==> src/rtl/pd_pkg.sv <==
package pd_pkg;
  typedef enum logic [1:0] {
    PH_IDLE      = 2'd0,
    PH_REF_AHEAD = 2'd1,
    PH_FB_AHEAD  = 2'd2
  } ph_state_e;
endpackage

==> src/rtl/pd_edge.sv <==
module pd_edge (
  input  logic clk,
  input  logic rst,
  input  logic sig,
  output logic rise
);
  logic sig_q;

  always_ff @(posedge clk) begin
    if (rst) sig_q <= 1'b0;
    else     sig_q <= sig;
  end

  assign rise = sig & ~sig_q;
endmodule

==> src/rtl/pd_phase_meter.sv <==
module pd_phase_meter
  import pd_pkg::*;
#(
  parameter int CNT_W     = 6,
  parameter int MIN_PULSE = 2
) (
  input  logic             clk,
  input  logic             rst,
  input  logic             ref_rise,
  input  logic             fb_rise,
  input  logic             pol,
  input  logic             pwr_save,
  output logic             cp_oe,
  output logic             cp_hi,
  output logic             evt_valid,
  output logic             evt_flush,
  output logic [CNT_W-1:0] evt_err,
  output logic             ps_q
);
  localparam int              EXT_W   = $clog2(MIN_PULSE + 1);
  localparam logic [CNT_W-1:0] CNT_MAX = '1;
  localparam logic [CNT_W-1:0] MINP    = CNT_W'(MIN_PULSE);
  localparam logic [EXT_W-1:0] EXT_LEN = EXT_W'(MIN_PULSE);

  ph_state_e        st, st_n;
  logic [CNT_W-1:0] cnt, cnt_n, err;
  logic [EXT_W-1:0] ext, ext_n;
  logic             ext_dir, ext_dir_n;
  logic             mask, mask_n;
  logic             evt, ref_won;
  logic             drive_n, ref_ahead_n, hi_n;

  // phase measurement state machine
  always_comb begin
    st_n    = st;
    cnt_n   = cnt;
    evt     = 1'b0;
    err     = '0;
    ref_won = 1'b0;
    unique case (st)
      PH_IDLE: begin
        if (ref_rise && fb_rise) begin
          evt = 1'b1;
        end else if (ref_rise) begin
          st_n  = PH_REF_AHEAD;
          cnt_n = CNT_W'(1);
        end else if (fb_rise) begin
          st_n  = PH_FB_AHEAD;
          cnt_n = CNT_W'(1);
        end
      end
      PH_REF_AHEAD: begin
        if (fb_rise) begin
          evt     = 1'b1;
          err     = cnt;
          ref_won = 1'b1;
          st_n    = PH_IDLE;
          cnt_n   = '0;
        end else if (cnt != CNT_MAX) begin
          cnt_n = cnt + CNT_W'(1);
        end
      end
      PH_FB_AHEAD: begin
        if (ref_rise) begin
          evt   = 1'b1;
          err   = cnt;
          st_n  = PH_IDLE;
          cnt_n = '0;
        end else if (cnt != CNT_MAX) begin
          cnt_n = cnt + CNT_W'(1);
        end
      end
      default: begin
        st_n  = PH_IDLE;
        cnt_n = '0;
      end
    endcase
  end

  // minimum-width extension, masking and output level
  always_comb begin
    ext_n     = ext;
    ext_dir_n = ext_dir;
    if (st_n != PH_IDLE) begin
      ext_n = '0;
    end else if (evt && !mask && (err != '0) && (err < MINP)) begin
      ext_n     = EXT_LEN - EXT_W'(err);
      ext_dir_n = ref_won;
    end else if (ext != '0) begin
      ext_n = ext - EXT_W'(1);
    end
    mask_n      = evt ? 1'b0 : mask;
    drive_n     = !mask && ((st_n != PH_IDLE) || (ext_n != '0));
    ref_ahead_n = (st_n == PH_REF_AHEAD) || ((st_n == PH_IDLE) && ext_dir_n);
    hi_n        = drive_n && (pol ? ref_ahead_n : !ref_ahead_n);
  end

  always_ff @(posedge clk) begin
    if (rst) begin
      st        <= PH_IDLE;
      cnt       <= '0;
      ext       <= '0;
      ext_dir   <= 1'b0;
      mask      <= 1'b0;
      cp_oe     <= 1'b0;
      cp_hi     <= 1'b0;
      evt_valid <= 1'b0;
      evt_flush <= 1'b0;
      evt_err   <= '0;
      ps_q      <= 1'b0;
    end else if (pwr_save) begin
      st        <= PH_IDLE;
      cnt       <= '0;
      ext       <= '0;
      ext_dir   <= 1'b0;
      mask      <= 1'b1;
      cp_oe     <= 1'b0;
      cp_hi     <= 1'b0;
      evt_valid <= 1'b0;
      evt_flush <= 1'b1;
      evt_err   <= '0;
      ps_q      <= 1'b1;
    end else begin
      st        <= st_n;
      cnt       <= cnt_n;
      ext       <= ext_n;
      ext_dir   <= ext_dir_n;
      mask      <= mask_n;
      cp_oe     <= drive_n;
      cp_hi     <= hi_n;
      evt_valid <= evt && !mask;
      evt_flush <= evt && mask;
      evt_err   <= err;
      ps_q      <= 1'b0;
    end
  end
endmodule

==> src/rtl/pd_lock_judge.sv <==
module pd_lock_judge #(
  parameter int CNT_W     = 6,
  parameter int UNLOCK_TH = 3,
  parameter int LOCK_TH   = 2,
  parameter int LOCK_RUN  = 3
) (
  input  logic             clk,
  input  logic             rst,
  input  logic             evt_valid,
  input  logic             evt_flush,
  input  logic [CNT_W-1:0] evt_err,
  output logic             locked
);
  localparam int               RUN_W    = $clog2(LOCK_RUN + 1);
  localparam logic [RUN_W-1:0] RUN_LAST = RUN_W'(LOCK_RUN - 1);
  localparam logic [RUN_W-1:0] RUN_TOP  = RUN_W'(LOCK_RUN);
  localparam logic [CNT_W-1:0] BIG_ERR  = CNT_W'(UNLOCK_TH);
  localparam logic [CNT_W-1:0] FINE_ERR = CNT_W'(LOCK_TH);

  logic [RUN_W-1:0] run;

  always_ff @(posedge clk) begin
    if (rst || evt_flush) begin
      run    <= '0;
      locked <= 1'b0;
    end else if (evt_valid) begin
      if (evt_err >= BIG_ERR) begin
        run    <= '0;
        locked <= 1'b0;
      end else if (evt_err <= FINE_ERR) begin
        if (run >= RUN_LAST) locked <= 1'b1;
        if (run != RUN_TOP)  run    <= run + RUN_W'(1);
      end else begin
        run <= '0;
      end
    end
  end
endmodule

==> src/rtl/pd_lock_merge.sv <==
module pd_lock_merge #(
  parameter int NCH = 2
) (
  input  logic           clk,
  input  logic           rst,
  input  logic [NCH-1:0] ch_locked,
  input  logic [NCH-1:0] ch_saved,
  output logic           lock_all
);
  always_ff @(posedge clk) begin
    if (rst) lock_all <= 1'b0;
    else     lock_all <= &(ch_locked | ch_saved);
  end
endmodule

==> src/rtl/pd_dual_detector.sv <==
module pd_dual_detector #(
  parameter int NCH       = 2,
  parameter int CNT_W     = 6,
  parameter int MIN_PULSE = 2,
  parameter int UNLOCK_TH = 3,
  parameter int LOCK_TH   = 2,
  parameter int LOCK_RUN  = 3
) (
  input  logic           clk,
  input  logic           rst,
  input  logic [NCH-1:0] ref_in,
  input  logic [NCH-1:0] fb_in,
  input  logic [NCH-1:0] pol,
  input  logic [NCH-1:0] pwr_save,
  output logic [NCH-1:0] cp_oe,
  output logic [NCH-1:0] cp_hi,
  output logic [NCH-1:0] ch_locked,
  output logic           lock_all
);
  logic [NCH-1:0]       ref_rise, fb_rise;
  logic [NCH-1:0]       evt_v, evt_f, save_q;
  logic [NCH*CNT_W-1:0] evt_e;

  for (genvar c = 0; c < NCH; c++) begin : g_ch
    pd_edge u_ref_edge (.clk(clk), .rst(rst), .sig(ref_in[c]), .rise(ref_rise[c]));
    pd_edge u_fb_edge  (.clk(clk), .rst(rst), .sig(fb_in[c]),  .rise(fb_rise[c]));

    pd_phase_meter #(.CNT_W(CNT_W), .MIN_PULSE(MIN_PULSE)) u_meter (
      .clk(clk), .rst(rst),
      .ref_rise(ref_rise[c]), .fb_rise(fb_rise[c]),
      .pol(pol[c]), .pwr_save(pwr_save[c]),
      .cp_oe(cp_oe[c]), .cp_hi(cp_hi[c]),
      .evt_valid(evt_v[c]), .evt_flush(evt_f[c]),
      .evt_err(evt_e[c*CNT_W +: CNT_W]),
      .ps_q(save_q[c])
    );

    pd_lock_judge #(.CNT_W(CNT_W), .UNLOCK_TH(UNLOCK_TH), .LOCK_TH(LOCK_TH),
                    .LOCK_RUN(LOCK_RUN)) u_judge (
      .clk(clk), .rst(rst),
      .evt_valid(evt_v[c]), .evt_flush(evt_f[c]),
      .evt_err(evt_e[c*CNT_W +: CNT_W]),
      .locked(ch_locked[c])
    );
  end

  pd_lock_merge #(.NCH(NCH)) u_merge (
    .clk(clk), .rst(rst),
    .ch_locked(ch_locked), .ch_saved(save_q),
    .lock_all(lock_all)
  );
endmodule

==> config.mk <==
export PLATFORM = sky130hd
export DESIGN_NAME = pd_dual_detector
export DESIGN_NICKNAME = d
export VERILOG_FILES = /design/src/rtl/pd_pkg.sv /design/src/rtl/pd_edge.sv /design/src/rtl/pd_phase_meter.sv /design/src/rtl/pd_lock_judge.sv /design/src/rtl/pd_lock_merge.sv /design/src/rtl/pd_dual_detector.sv
export SDC_FILE = /design/constraint.sdc
export NUM_CORES = 1
export LEC_CHECK = 0
export BUFFER_PORTS_ARGS = -buffer_cell sky130_fd_sc_hd__buf_4
export CORE_ASPECT_RATIO = 0.5
export CORE_MARGIN = 1.5
export CORE_UTILIZATION = 65
export CTS_CLUSTER_DIAMETER = 60
export DETAILED_ROUTE_END_ITERATION = 6
export PLACE_DENSITY = 0.81
export SETUP_SLACK_MARGIN = 0.02
export SLEW_MARGIN = 5
export SYNTH_ARGS = -nofsm -noshare
export SYNTH_HDL_FRONTEND = slang
export SYNTH_SLANG_ARGS = --single-unit
==> constraint.sdc <==
create_clock -name clk -period 7.74 [get_ports clk]
set_clock_uncertainty 0.2 [all_clocks]
set_input_delay 1.161 -clock clk [delete_from_list [all_inputs] [get_ports clk]]
set_output_delay 1.161 -clock clk [all_outputs]
set_load 0.01 [all_outputs]
# --- Word level (Yosys, flattened, before mapping) ---
# Index checks and enable logic that the tools add are counted.
word_totals:
  ff_bits: 57
  inputBits: 10
  word_cells: 199
classes:
  n_addsub: 8
  n_lt_le_gt_ge: 8
  eq_ne: 16
  n_mux: 74
  n_bitwise: 9
  reduce_logical: 53
op_table:
  columns: ["operator", "n"]
  rows:
  - ["$mux W6", 16]
  - ["$mux W2", 22]
  - ["$pmux W6 S3", 2]
  - ["$mux W1", 28]
  - ["$pmux W6 S2", 2]
  - ["$reduce_bool A2 Y1", 12]
  - ["$logic_and A1 B1 Y1", 16]
  - ["$add A6 B1 Y6 const B", 2]
  - ["$ge A6 B2 Y1 const B", 2]
  - ["$le A6 B2 Y1 const B", 2]
  - ["$lt A6 B2 Y1 const B", 2]
  - ["$ne A6 B6 Y1 const B", 2]
  - ["$pmux W2 S3", 2]
  - ["$reduce_bool A6 Y1", 2]
  - ["$reduce_and A2 Y1", 5]
  - ["$eq A2 B1 Y1 const B", 4]
  - ["$logic_not A2 Y1", 4]
  - ["$ne A2 B2 Y1 const B", 4]
  - ["$logic_or A1 B1 Y1", 6]
  - ["$ne A3 B1 Y1 const B", 2]
  - ["$ne A3 B2 Y1 const B", 2]
  - ["$pmux W1 S3", 2]
  - ["$reduce_and A3 Y1", 2]
  - ["$add A2 B1 Y2 const B", 2]
  - ["9 further kinds", 23]

# --- Longest topological paths before layout ---
# Gate-level depths: netlist of run 1.
depth:
  word_depth: 15
  depth_mapped: 11
  depth_no_buf: 11

# --- Cells and area by module ---
# From an unflattened synthesis of run 1, not the netlist that was laid out.
hier_totals:
  cells_unflattened: 336
  hier_area_um2: 2982.9
by_module_without_submodules:
  columns: ["module", "n_inst", "cells_each", "area_per_inst_um2", "seq_area_each_um2"]
  rows:
  - ["pd_phase_meter (g_ch[0].u_meter)", 1, 139, 1209.9, 460.4]
  - ["pd_phase_meter (g_ch[1].u_meter)", 1, 138, 1194.9, 460.4]
  - ["pd_lock_judge", 2, 22, 178.9, 60.1]
  - ["pd_edge", 4, 3, 47.5, 20.0]
  - ["pd_lock_merge", 1, 3, 30.0, 20.0]

# --- Worst setup path after synthesis of run 1 ---
# OpenSTA, ideal clock, no wires.
synth_path:
  path_kind: "in2reg"
  start: "input fb_in[0]"
  end: "register g_ch[0].u_meter.cp_hi"
  setup_time_ps: 118
  t_arrival_ps: 3215
  slack_ps: 4206
  path_stages: 9
  n_path_buf: 1
  path_cell_list: "and3b_1 -> clkbuf_1 -> o211ai_1 -> ha_1 -> or3_2 -> nor4b_4 -> mux2i_1 -> a311oi_2 -> a21boi_2"
synth_between:
  elab_chain_cells: 14
  elab_cells_between_ends: 34
  classes_between: "add/sub: 1; order compare: 1; eq/ne: 1; mux: 16; bitwise: 1; reduce/logical: 14"
synth_rtl:
  columns: ["item", "line", "source"]
  rows:
  - ["start, declared", "pd_dual_detector.sv:12", "input logic [NCH-1:0] fb_in,"]
  - ["$and A1 B1 Y1 *", "pd_edge.sv:14", "assign rise = sig & ~sig_q;"]
  - ["branches (longest 12 deep; another with $lt A6 B2 Y1)", null, null]
  - ["$logic_and A1 B1 Y1 *", "pd_phase_meter.sv:95", "hi_n = drive_n && (pol ? ref_ahead_n : !ref_ahead_n);"]
  - ["end signal, assigned", "pd_phase_meter.sv:130", "cp_hi <= hi_n;"]
  - ["end, declared", "pd_phase_meter.sv:14", "output logic cp_hi,"]
# Mark *: on every way between the ends.
# A chain may end at the register's enable or synchronous reset.

# --- Worst setup path after layout of run 1 ---
# Same ends and word-level chain as after synthesis.

==> impl_metrics.py, run 1 <==
metrics = {
    "grt": {
        "track_usage": 0.2616,
        "grt_pass1_wl_mm": 10.03,
        "grt_pass1_vias": 2258,
        "grt_max_degree": 20,
        "grt-ovfl-total": 0,
        "antenna_found_initial": 0,
    },
    "logic_synthesis": {
        "synthFlopType": "dfxtp_1",
        "ys_seq_elements": 57,
        "synth_edf_count": 0,
        "syn_area_um2": 2902,
        "syn_inst": 326,
        "synth_xor_area_frac": 0.009056,
        "ys_types": 60,
        "yosysWarnings": 0,
        "synth_compound_area_frac": 0.1695,
        "synth_adder_area_share": 0.08452,
        "seq_area_frac_synth": 0.3933,
        "synth_top_family_by_area": "simple AND/OR/NAND/NOR gates",
        "synth_mux_area_frac": 0.01811,
        "synth-simple-area-share": 0.2764,
        "syn_avg_cell_area_um2": 8.900,
        "synthesis.nets": 354,
        "async_flop_share": 0,
    },
    "setup_path": {
        "r2r_cells": 11,
        "arrival_ps": 3450,
        "endpoint_kind": "flop",
        "crit_type": "primary input to flop",
        "r2r_slack_ps": 4550,
        "cp.required_ps": 7760,
        "cp_max_fo": 7,
        "crit_path_start_kind": "primary input",
    },
    "clock_network": {
        "clkTransAtPathRegs_ps": 60,
        "clock_sinks": 57,
        "root_buffer": "clkbuf_8",
        "cts_setup_buffers": 0,
        "numCtsBuffers": 9,
        "clkLatencyLatePin_ps": 340,
        "ctsHoldBuffers": 0,
        "cts_max_level": 3,
        "cts_buffer_depth": 2,
        "cts.repair.resized": 0,
        "cts_tree": "done",
    },
    "power": {
        "power_density_nw_per_um2": 199.6,
        "p_leak_nw": 1.259,
        "max-vdd-ir-drop_mv": 0.09224,
    },
    "cells_and_area": {
        "antenna_cells": 0,
        "layout.nets": 365,
        "area_growth_pct": 10.39,
        "drive_above_1_share": 0.1520,
        "fillers": 294,
        "utilization": 0.7843,
    },
    "timing": {
        "finalHoldViolCount": 0,
        "rsz0062_at_grt": "false",
        "fin_setup_tns_ps": 0,
        "max_freq_mhz": 292.1,
        "tightest_slew_ps": 809.0,
        "min_period_ps": 3423,
        "finalSetupViolations": 0,
        "finalCritPeriodShare": 0.4423,
        "timing.final.max_slew_violations": 0,
        "slew_headroom": 0.4574,
    },
    "routing": {
        "drc": 0,
        "drt-pass1-iter-count": 4,
        "antenna_left": 0,
        "vias": 2410,
        "drtIter0Drc": 104,
        "viasPerCell": 6.086,
        "wl_mm": 5.792,
        "wl_per_cell_um": 14.63,
    },
    "floorplanning": {
        "rows": 16,
        "core_um2": 4084,
        "die_y_um": 50.25,
        "die-area_um2": 4898,
        "fp.dieW_um": 97.49,
        "start_util": 0.7105,
        "io_pins": 17,
    },
    "place": {
        "dpl.hpwl_mm": 4.145,
        "gp_congestion": 0.8527,
        "io_buffers": 16,
    },
    "outcome": {
        "status": "complete, no violations",
    },
    "run": {
        "drv_cap": 0,
    },
    "hold_path": {
        "hold_path.class": "flop to flop",
        "min_path_cells": 1,
    },
}
-- cell usage in the layout (no fill, tap or decap), drive strengths merged, types with 3 or more instances in the layout --
cell type | Yosys | routed
dfxtp | 57 | 57
and2 | 3 | 3
clkbuf | 10 | 11
nand2 | 21 | 21
mux2i | 3 | 3
ha | 18 | 18
nand3b | 6 | 6
or2 | 5 | 5
buf | 6 | 16
nor4 | 6 | 6
o21ai | 11 | 11
a2111oi | 4 | 4
nor2 | 30 | 30
nor2b | 9 | 9
a211oi | 6 | 6
nand3 | 3 | 3
and3b | 5 | 5
nand2b | 9 | 9
a21oi | 11 | 11
o21a | 3 | 3
a22oi | 3 | 3
a311oi | 4 | 4
inv | 16 | 16
o211ai | 4 | 4
nor3 | 13 | 13
and3 | 10 | 10
nand4 | 6 | 6
a31oi | 4 | 4
o22ai | 3 | 3
or4 | 3 | 3
-- cell type report --
type | instances | area [um^2] | share of cell area
Inverter | 16 | 60.06 | 0.01875
Clock buffer | 11 | 141.4 | 0.04414
Sequential cell | 57 | 1141 | 0.3562
Tap cell | 54 | 67.56 | 0.02109
Clock inverter | 5 | 55.05 | 0.01719
Multi-Input combinational cell | 237 | 1618 | 0.5051
Timing Repair Buffer | 16 | 120.1 | 0.03750
-- cells in the mapped netlist (2+ instances only) --
master,number,area share
dfxtp_1,57,0.39
nor2_1,30,0.039
nand2_1,21,0.027
ha_1,18,0.078
inv_1,16,0.021
nor3_1,13,0.022
a21oi_1,11,0.019
o21ai_0,11,0.019
clkbuf_1,10,0.013
nand2b_1,9,0.019
nor2b_1,9,0.019
and3_1,8,0.017
a211oi_1,6,0.016
buf_4,6,0.016
nand3b_1,6,0.016
nand4_1,6,0.013
nor4_1,5,0.011
or2_2,5,0.011
a2111oi_0,4,0.012
a31oi_1,4,0.0086
and3b_1,4,0.012
o211ai_1,4,0.010
a22oi_1,3,0.0078
a311oi_1,3,0.0091
and2_1,3,0.0065
mux2i_1,3,0.010
nand3_1,3,0.0052
o21a_1,3,0.0078
o22ai_1,3,0.0065
or4_1,3,0.0078
a211o_1,2,0.0060
a22o_1,2,0.0060
a31o_2,2,0.0060
a32oi_1,2,0.0060
a41oi_1,2,0.0060
and3_2,2,0.0052
maj3_1,2,0.0069
mux2_2,2,0.0078
xnor2_1,2,0.0060
-- where the power goes --
group	internal (mW)	switching (mW)	leakage [nW]
combinational	0.0242	0.0357	0.700
sequential	0.300	0.00684	0.463
clock	0.156	0.116	0.0953
-- worst max-delay path, cell delays in order --
cell and delay (ps):
buf_4 100, and3b_1 260, o211ai_1 150, ha_1 220
or3_2 480, nor4b_4 470, mux2i_1 270, a311oi_2 120
a21boi_2 200
-- through the flow --
stage          setup WS (ps)  cells  power (mW)  hold slack [ps]  cell area [um^2]
4_1_cts                 4325    396      0.6435            248.8              3203
2_1_floorplan           4206    326      0.3565            216.6              2902
3_5_place_dp            3990    380      0.3723            239.8              3007
3_3_place_gp            4078    380      0.3702            239.4              3007
5_1_grt                 4147    396      0.6671            273.4              3203
6_report                4317    396      0.6394            243.8              3203
-- cell families (layout without fill, tap and decap cells) --
kind of cell / count (synthesis) / in the layout
buf+inv: 32 / 48
fa+ha+maj: 20 / 20
compound gates: 69 / 69
simple gates: 140 / 140
mux: 5 / 5
xor+xnor: 3 / 3
flops: 57 / 57
-- metal layers --
metal,up-vias,global-route usage,part of all wire
li1,1208,-,-
met2,84,0.4398,0.48
met5,-,0,0
met1,1108,0.3144,0.44
met3,10,0.08635,0.062
met4,0,0.1071,0.014
-- state kept, by name, indices dropped and copies added (netlist names) --
| register | cells |
|---|---|
| g_ch.u_meter.cnt | 12 |
| g_ch.u_meter.evt_err | 12 |
| g_ch.u_judge.run | 4 |
| g_ch.u_meter.ext | 4 |
| g_ch.u_meter.st | 4 |
| g_ch.u_fb_edge.sig_q | 2 |
| g_ch.u_judge.locked | 2 |
| g_ch.u_meter.cp_hi | 2 |
| g_ch.u_meter.cp_oe | 2 |
| g_ch.u_meter.evt_flush | 2 |
| g_ch.u_meter.evt_valid | 2 |
| g_ch.u_meter.ext_dir | 2 |
| g_ch.u_meter.mask | 2 |
| g_ch.u_meter.ps_q | 2 |
| g_ch.u_ref_edge.sig_q | 2 |
| u_merge.lock_all | 1 |
-- final timing paths --
check / from / endpoint
max: fb_in[0] / g_ch[0].u_meter.cp_hi$_SDFF_PP0_
min reg2reg: g_ch[0].u_meter.evt_flush$_SDFF_PP0_ / g_ch[0].u_judge.run[0]$_SDFFE_PP0P_
max reg2reg: g_ch[1].u_meter.st[1]$_SDFF_PP0_ / g_ch[1].u_meter.cp_hi$_SDFF_PP0_
min: g_ch[0].u_meter.evt_flush$_SDFF_PP0_ / g_ch[0].u_judge.run[0]$_SDFFE_PP0P_
Note: power is estimated with default switching activity, not from simulation.
==> inputs of run 2 (changes only) <==
CORE_UTILIZATION = 54   (was 65)
PLACE_DENSITY = 0.72   (was 0.81)
clock period = 3.01 ns   (was 7.74 ns; I/O delays follow)
==> run 2 against run 1 <==
Net effect: count of clock-buffer cells in the layout up 2; via count up 2.0%; sequential share of layout area down 1.7 points; register-to-register slack worse by 4400 ps; worst setup slack worse by 4200 ps; cell count up 7.6%; global-route usage down 4.8 points; combinational power rose to 2.8 times the previous value; power rose to 2.6 times the previous value; critical endpoint is now g_ch[0].u_meter.ext[1]$_SDFF_PP0_.
==> impl_metrics.py, run 2 (synthesized netlist as in run 1, its figures left out) <==
metrics = {
    "outcome": {
        "status": "complete, no violations",
    },
    "routing": {
        "dr_wl_met3_um": 244,
        "viasPerCell": 5.770,
        "drtIter0Drc": 82,
        "drc": 0,
        "drt-pass1-iter-count": 4,
        "met1Wirelength_mm": 2.796,
        "highest_layer": "met4",
        "wl_mm": 6.209,
        "wl_per_cell_um": 14.58,
        "vias": 2458,
        "wl_met2_mm": 3.072,
        "antenna_left": 0,
    },
    "hold_path": {
        "min_path_cells": 2,
        "hold_path.class": "primary input to flop",
    },
    "floorplanning": {
        "fp.dieW_um": 106.7,
        "rows": 18,
        "core_um2": 5045,
        "die_y_um": 54.83,
        "die-area_um2": 5848,
        "io_pins": 17,
        "start_util": 0.5751,
    },
    "setup_path": {
        "cp.required_ps": 3070,
        "crit_path_start_kind": "flop",
        "critPathMaxStageDelay_ps": 480,
        "arrival_ps": 2940,
        "r2r_cells": 10,
        "cpMaxStageDelayCell": "or3_2",
        "endpoint_kind": "flop",
        "cp_max_fo": 5,
        "path_cells": "inv_4 -> ha_4 -> and3b_2 -> o211ai_1 -> ha_1 -> or3_2 -> nor4b_4 -> buf_4 -> mux2_2 -> nor3_2",
        "crit_type": "flop to flop",
    },
    "power": {
        "power_switching_mw": 0.4101,
        "sw_frac_of_total": 0.2476,
        "combPwrFrac": 0.101,
        "power_density_nw_per_um2": 490.7,
        "power.total_mw": 1.657,
        "p_int_mw": 1.246,
        "p_leak_nw": 1.337,
        "p_seq_frac": 0.478,
        "max-vdd-ir-drop_mv": 0.2358,
        "pwr-share-clk": 0.421,
    },
    "place": {
        "post-place-cells": 404,
        "gp_congestion": 0.8756,
        "io_buffers": 16,
        "dpl.hpwl_mm": 4.286,
        "dp_slack_ps": 21.06,
    },
    "timing": {
        "finalHoldViolCount": 0,
        "finalCritPeriodShare": 0.9543,
        "min_period_ps": 2872,
        "timing.final.max_slew_violations": 0,
        "max_freq_mhz": 348.1,
        "finalSetupViolations": 0,
        "tightest_slew_ps": 735.7,
        "slew_headroom": 0.5066,
        "fin_ws_ps": 137.6,
    },
    "clock_network": {
        "root_buffer": "clkbuf_8",
        "clkTransAtPathRegs_ps": 70,
        "cts_tree": "done",
        "numCtsBuffers": 9,
        "clkLatencyLatePin_ps": 330,
        "clock_sinks": 57,
        "cts_max_level": 3,
        "cts_buffer_depth": 2,
    },
    "grt": {
        "grt_pass1_vias": 2198,
        "grt_max_degree": 20,
        "track_usage": 0.2139,
        "grt-ovfl-total": 0,
        "grt_pass1_wl_mm": 9.584,
        "antenna_found_initial": 0,
    },
    "cells_and_area": {
        "antenna_cells": 0,
        "area_growth_pct": 16.34,
        "fillers": 424,
        "final_common_cell": "dfxtp_1",
        "layout.cells.non_filler": 426,
        "drive_above_1_share": 0.2135,
        "layout.nets": 379,
        "layout_common_cells": "53 x dfxtp_1, 30 x nor2_1, 30 x buf_4",
        "top_regs": "g_ch.u_meter.cnt (12), g_ch.u_meter.evt_err (12)",
    },
    "run": {
        "drv_cap": 0,
    },
}
[run 2: final timing paths]
kind                                        start                                  end  slack [ps]
max              g_ch[0].u_meter.st[0]$_SDFF_PP0_    g_ch[0].u_meter.ext[1]$_SDFF_PP0_         140
min                                     ref_in[0]  g_ch[0].u_ref_edge.sig_q$_SDFF_PP0_         170
max reg2reg      g_ch[0].u_meter.st[0]$_SDFF_PP0_    g_ch[0].u_meter.ext[1]$_SDFF_PP0_         140
min reg2reg  g_ch[1].u_meter.evt_flush$_SDFF_PP0_  g_ch[1].u_judge.run[1]$_SDFFE_PP0P_         250
[run 2: power by group through the flow]
stage	clock network [mW]	registers, mW	logic (mW)
3_5_place_dp	0	0.807	0.157
4_1_cts	0.707	0.790	0.158
2_1_floorplan	0	0.801	0.116
6_report	0.697	0.792	0.168
3_3_place_gp	0	0.806	0.152
5_1_grt	0.739	0.794	0.188
[run 2: repair_timing]
item / 4_1_cts / 5_1_grt
endpoints found under the setup margin: 2 / 7
hold endpoints to repair: 0 / 0
hold buffers: 0 / 0
pin swaps: 1 / 6
gates resized for setup: 1 / 14
buffers inserted: 0 / 6
[run 2: area by class of cell]
cell class	instances	area, um^2	share of cell area
multi-input combinational	237	1665	0.4933
sequential	57	1146	0.3395
timing repair buffer	30	225.2	0.06672
clock buffer	13	148.9	0.04411
tap	70	87.58	0.02595
inverter	16	62.56	0.01853
clock inverter	3	40.04	0.01186
[run 2: critical path, delay by kind of cell, from the launching register on]
kind / cells / cell delay (ps)
DFF: 1 / 350
AOI/OAI and AO/OA: 1 / 140
adders and majority gates: 2 / 340
and+or+nand+nor: 4 / 1150
buffers and inverters: 2 / 290
muxes: 1 / 330
[run 2: metal layers]
metal | up-vias | track usage
met5 | - | 0
met4 | 0 | 0.08000
met3 | 8 | 0.06071
met2 | 47 | 0.3910
met1 | 1174 | 0.2478
li1 | 1229 | -
[run 2: stage by stage]
step,TNS [ps],hold slack [ps],utilization,cell area [um^2]
floorplan,0,216.6,-,2902
CTS,0,156.9,0.6503,3281
global placement,0,249.7,0.6119,3087
finish,0,168.2,0.6691,3376
global route,-14.49,173.5,0.6691,3376
detailed placement,0,255.8,0.6119,3087
